`src/rtl/slot_token_pkg.sv`:
```
// Package: shared types for the slot token delay.
// Assumes: nothing beyond plain synthesizable SystemVerilog.
package slot_token_pkg;

    // Per-frame configuration latched at frame start
    typedef struct packed {
        logic master;    // 1 = frame sync is the token source
        logic long_dly;  // 1 = long tap, 0 = short tap
    } tok_cfg_t;

endpackage

```
`src/rtl/sts_frame_ctrl.sv`:
```
// Module: sts_frame_ctrl
// Latches mode and delay select once per frame and flags the first slot of
// each frame.
// Assumes: frame_sync is only high together with slot_strobe.
module sts_frame_ctrl
    import slot_token_pkg::*;
(
    input  logic     clk,
    input  logic     rst_n,
    input  logic     frame_sync,
    input  logic     slot_strobe,
    input  logic     master_mode,
    input  logic     long_delay,
    output tok_cfg_t cfg,
    output logic     first_slot
);

    logic frame_start;

    assign frame_start = frame_sync & slot_strobe;

    // Capture mode and select only when a frame begins
    always_ff @(posedge clk) begin
        if (!rst_n)
            cfg <= '0;
        else if (frame_start)
            cfg <= '{master: master_mode, long_dly: long_delay};
    end

    // High for the whole slot that the frame sync opened
    always_ff @(posedge clk) begin
        if (!rst_n)
            first_slot <= 1'b0;
        else if (slot_strobe)
            first_slot <= frame_sync;
    end

    // configuration is held between frame starts
    a_r7_cfg_hold: assert property (@(posedge clk) disable iff (!rst_n)
        !frame_start |=> $stable(cfg));

    // the first-slot flag follows the frame sync seen at each strobe
    a_r4_first_slot: assert property (@(posedge clk) disable iff (!rst_n)
        slot_strobe |=> (first_slot == $past(frame_sync)));

endmodule

```
`src/rtl/sts_delay_line.sv`:
```
// Module: sts_delay_line
// Shift line of DEPTH stages that advances on each strobe. The output is
// stage SHORT_TAP or stage DEPTH (counted from 1), chosen by sel_long.
// Assumes: 1 <= SHORT_TAP <= DEPTH.
module sts_delay_line #(
    parameter int DEPTH     = 6,
    parameter int SHORT_TAP = 3
) (
    input  logic clk,
    input  logic rst_n,
    input  logic advance,
    input  logic din,
    input  logic sel_long,
    output logic dout
);

    localparam int LONG_IDX  = DEPTH - 1;
    localparam int SHORT_IDX = SHORT_TAP - 1;

    logic [DEPTH-1:0] stage;

    generate
        for (genvar i = 0; i < DEPTH; i++) begin : g_stage
            logic nxt;
            if (i == 0) begin : g_head
                assign nxt = din;
            end else begin : g_body
                assign nxt = stage[i-1];
            end

            // One stage of the line, moves only on a slot strobe
            always_ff @(posedge clk) begin
                if (!rst_n)
                    stage[i] <= 1'b0;
                else if (advance)
                    stage[i] <= nxt;
            end

            if (i > 0) begin : g_chk
                // each stage takes the previous stage's value on a strobe
                a_r2_chain: assert property (@(posedge clk) disable iff (!rst_n)
                    advance |=> (stage[i] == $past(stage[i-1])));
            end
        end
    endgenerate

    // Select the tap for the latched delay
    always_comb begin
        dout = sel_long ? stage[LONG_IDX] : stage[SHORT_IDX];
    end

    // the line is frozen between strobes
    a_r6_hold: assert property (@(posedge clk) disable iff (!rst_n)
        !advance |=> $stable(stage));

    // the first stage captures the source on a strobe
    a_r2_capture: assert property (@(posedge clk) disable iff (!rst_n)
        advance |=> (stage[0] == $past(din)));

endmodule

```
`src/rtl/slot_token_delay.sv`:
```
// Module: slot_token_delay (top)
// Forwards a token through a TDM daisy chain, delayed by a whole number of
// slots. In master mode the source is the frame's first slot; in slave mode
// it is token_in.
// Assumes: slot_strobe is one clock wide; frame_sync only comes with a strobe;
// token_in is held steady for a whole slot.
module slot_token_delay #(
    parameter int LONG_SLOTS  = 6,
    parameter int SHORT_SLOTS = 3
) (
    input  logic clk,
    input  logic rst_n,
    input  logic frame_sync,
    input  logic slot_strobe,
    input  logic token_in,
    input  logic master_mode,
    input  logic long_delay,
    output logic token_out
);
    import slot_token_pkg::*;

    localparam int LINE_DEPTH = (LONG_SLOTS > SHORT_SLOTS) ? LONG_SLOTS : SHORT_SLOTS;

    tok_cfg_t cfg;
    logic     first_slot;
    logic     src;

    sts_frame_ctrl u_ctrl (
        .clk         (clk),
        .rst_n       (rst_n),
        .frame_sync  (frame_sync),
        .slot_strobe (slot_strobe),
        .master_mode (master_mode),
        .long_delay  (long_delay),
        .cfg         (cfg),
        .first_slot  (first_slot)
    );

    // Choose the token source for the current frame's mode
    always_comb begin
        src = cfg.master ? first_slot : token_in;
    end

    sts_delay_line #(
        .DEPTH     (LINE_DEPTH),
        .SHORT_TAP (SHORT_SLOTS)
    ) u_line (
        .clk      (clk),
        .rst_n    (rst_n),
        .advance  (slot_strobe),
        .din      (src),
        .sel_long (cfg.long_dly),
        .dout     (token_out)
    );

    // reset drives the output low
    a_r1_reset_low: assert property (@(posedge clk)
        !rst_n |=> !token_out);

    // the output only moves at a strobe edge
    a_r6_out_stable: assert property (@(posedge clk) disable iff (!rst_n)
        !slot_strobe |=> $stable(token_out));

endmodule

```
`config.mk`:
```
export PLATFORM = sky130hd
export DESIGN_NAME = slot_token_delay
export DESIGN_NICKNAME = d
export VERILOG_FILES = /design/src/rtl/slot_token_pkg.sv /design/src/rtl/sts_frame_ctrl.sv /design/src/rtl/sts_delay_line.sv /design/src/rtl/slot_token_delay.sv
export SDC_FILE = /design/constraint.sdc
export NUM_CORES = 1
export LEC_CHECK = 0
export BUFFER_PORTS_ARGS = -buffer_cell sky130_fd_sc_hd__buf_4
export CORE_MARGIN = 10
export CORE_UTILIZATION = 25
export CTS_CLUSTER_DIAMETER = 100
export DETAILED_ROUTE_END_ITERATION = 6
export PLACE_DENSITY = 0.5
export SYNTH_ARGS = -nofsm -noshare
export SYNTH_HDL_FRONTEND = slang
export SYNTH_SLANG_ARGS = --single-unit
```
`constraint.sdc`:
```
create_clock -name clk -period 1 [get_ports clk]
set_input_delay 0.1 -clock clk [delete_from_list [all_inputs] [get_ports clk]]
set_output_delay 0.1 -clock clk [all_outputs]
set_load 0.03 [all_outputs]
```
==> qor.yml <==
status: "finished, violations left"
violations: "negative setup slack"
clock_path_buffers: 2
dr.pass1.iters: 1
max-cap-violations: 0
cts_tree: "built"
yosysUniqueCellTypes: 10
grt_pass1_wl_um: 1170
wl_um: 726
place_congestion: 0.660
cp.arrival_ns: 1.03
slew_headroom: 0.882
ir_worst_vdd_v: 0.000580
cts_buffers: 3
drcViolationCount: 0
grt_antenna_before_repair: 0
vias: 252
fin_hold_ws_ns: 0.111
vias_per_cell: 4.34
synth-xor-area-share: 0
crit_path_end_kind: "primary output"
port_buffers: 7
nNetsFinal: 51
synth_top_cell_area_share: 0.497
clock-sinks: 9
n_fill_cell: 145
slew_viol_final: 0
crit_required_ns: 0.90
dieArea_um2: 3380
cts_root_buf: "clkbuf_4"
grt-ovfl-total: 0
dp_hpwl_um: 530
grt.total_usage: 0.0467
grt_max_degree: 13
synthTopCellsByCount: "dfxtp_1, mux2i_1, nor2b_1"
ys_seq_area_frac: 0.497
postSynthAreaPerCell_um2: 11.3
core_um2: 1330
h-tree-depth: 1
io_pins: 8
synth.area.top_cells: "dfxtp_1, mux2i_1, nor2b_1"
critPathMaxFanout: 2
ys_ff_latch: 9
synth_top_family_by_area: "multiplexers"
drive_above_1_share: 0.302
start_kind: "flip-flop"
routedWlPerCell_um: 12.5
yosysWarnings: 0
rsz0062_at_grt: "yes"
fin_worst_skew_ns: 0.00453
die_h_um: 58.1
multi_input_area_um2: 175
start_util: 0.272
synthFlopType: "dfxtp_1"
synth_compound_area_frac: 0.110
period_share: 1.13
syn2layout_area_growth_pct: 28.3
setup_ws_ns: -0.134
power.leakage_uw: 0.000202
fin_util: 0.349
tightestPinTransition_ns: 0.176
ant_nets: 0
synthMuxAreaShare: 0.224
max_freq_mhz: 882
netlist_instances: 32
crit_slowest_cell: "dfxtp_2"
path_class: "reg -> out"
yosysMostFrequentCell: "dfxtp_1"
synthesis.nets: 39
worstHoldPathType: "in -> reg"
yosysTopAreaCell: "dfxtp_1"
grt_use_met1: 0.0464
setup_viol_count_final: 1
clk_latency_ns: 0.25
seq_area_um2: 181
num_rows: 13
use_met3: 0.0240
synth-simple-area-share: 0.138
diodes: 0
grtUsageMet2: 0.0706
grt.busiest_layer: "met2"
path_clk_slew_ns: 0.06
drtIter0Drc: 0
grt_pass1_vias: 266
critPathMaxStageDelay_ns: 0.34
min_period_ns: 1.13
syn_area_um2: 363
yosys.area_share.adder: 0
path_buf_inv: 1
path_cells: "mux2_4 > buf_6"
synth_edf_count: 0
die_x_um: 58.1
synthArstFlopShare: 0
hold_viol: 0
cellPowerDensity_nw_per_um2: 1540
path_delay_family: "flip-flops"
==> final timing paths <==
path | start | endpoint | cells past startpoint | slack [ns]
worst max-delay path | u_ctrl.cfg[0] | token_out | 2 | -0.13
worst min-delay path | rst_n | u_ctrl.cfg[1] | 2 | 0.11
worst max register to register | u_ctrl.cfg[0] | u_ctrl.cfg[0] | 3 | 0.15
worst min register to register | u_line.g_stage[4].nxt | u_line.g_stage[5].nxt | 2 | 0.53
==> flip-flops by register name, indices dropped and copies added (netlist names) <==
| signal | flops |
|---|---|
| u_line.stage | 1 |
| u_ctrl.first_slot | 1 |
| u_ctrl.cfg | 2 |
| u_line.g_stage.nxt | 5 |
==> worst reg2reg max path, cell delays in order, from the launching register on <==
cell	delay, ns
dfxtp_2	0.32
buf_4	0.12
a21boi_0	0.12
o21a_1	0.17
==> per-layer routing <==
layer,routed length [µm],vias up
li1,-,133
met5,0,-
met3,39,0
met1,341,114
met4,0,0
met2,344,5
==> logic make-up (layout without fill, tap and decap cells) <==
kind of cell    count (synthesis)  after routing
compound gates                  6              6
buf+inv                         1             12
flops                           9              9
mux                             8              8
simple gates                    8              8
==> where the power goes <==
| group | switching [µW] | total [µW] | internal (µW) |
|---|---|---|---|
| Sequential | 7.09 | 378 | 371 |
| Clock | 116 | 269 | 153 |
| Combinational | 26.8 | 67.1 | 40.3 |
| Total | 150 | 715 | 565 |
==> cell type report <==
| type | instances | area share |
|---|---|---|
| Timing Repair Buffer | 8 | 0.137 |
| Multi-Input combinational cell | 22 | 0.376 |
| Clock buffer | 4 | 0.0565 |
| Sequential cell | 9 | 0.390 |
| Tap cell | 15 | 0.0403 |
==> placed cells by master (no fill, tap or decap), drive strengths merged <==
cell type	netlist	routed
buf	1	8
a21boi	2	2
mux2i	7	7
clkbuf	0	4
o21ai	1	1
dfxtp	9	9
mux2	1	1
a21oi	1	1
and3	2	2
nor2b	6	6
o21a	2	2
==> stage by stage <==
step / total power (µW) / TNS, ns / setup WS, ns / area, µm² / std cells
after floorplan: 421 / 0 / 0.188 / 363 / 32
after global placement: 446 / 0 / 0.106 / 423 / 53
after detailed placement: 449 / 0 / 0.0844 / 423 / 53
after CTS: 725 / -0.142 / -0.142 / 458 / 57
after global routing: 755 / -0.168 / -0.168 / 465 / 58
final: 715 / -0.134 / -0.134 / 465 / 58
==> repair_timing <==
action	in CTS	in global routing
buffers inserted	0	1
endpoints found under the setup margin	1	1
hold buffers	0	0
hold endpoints to repair	0	0
resized for setup	3	0
(Power assumes the default switching activity.)
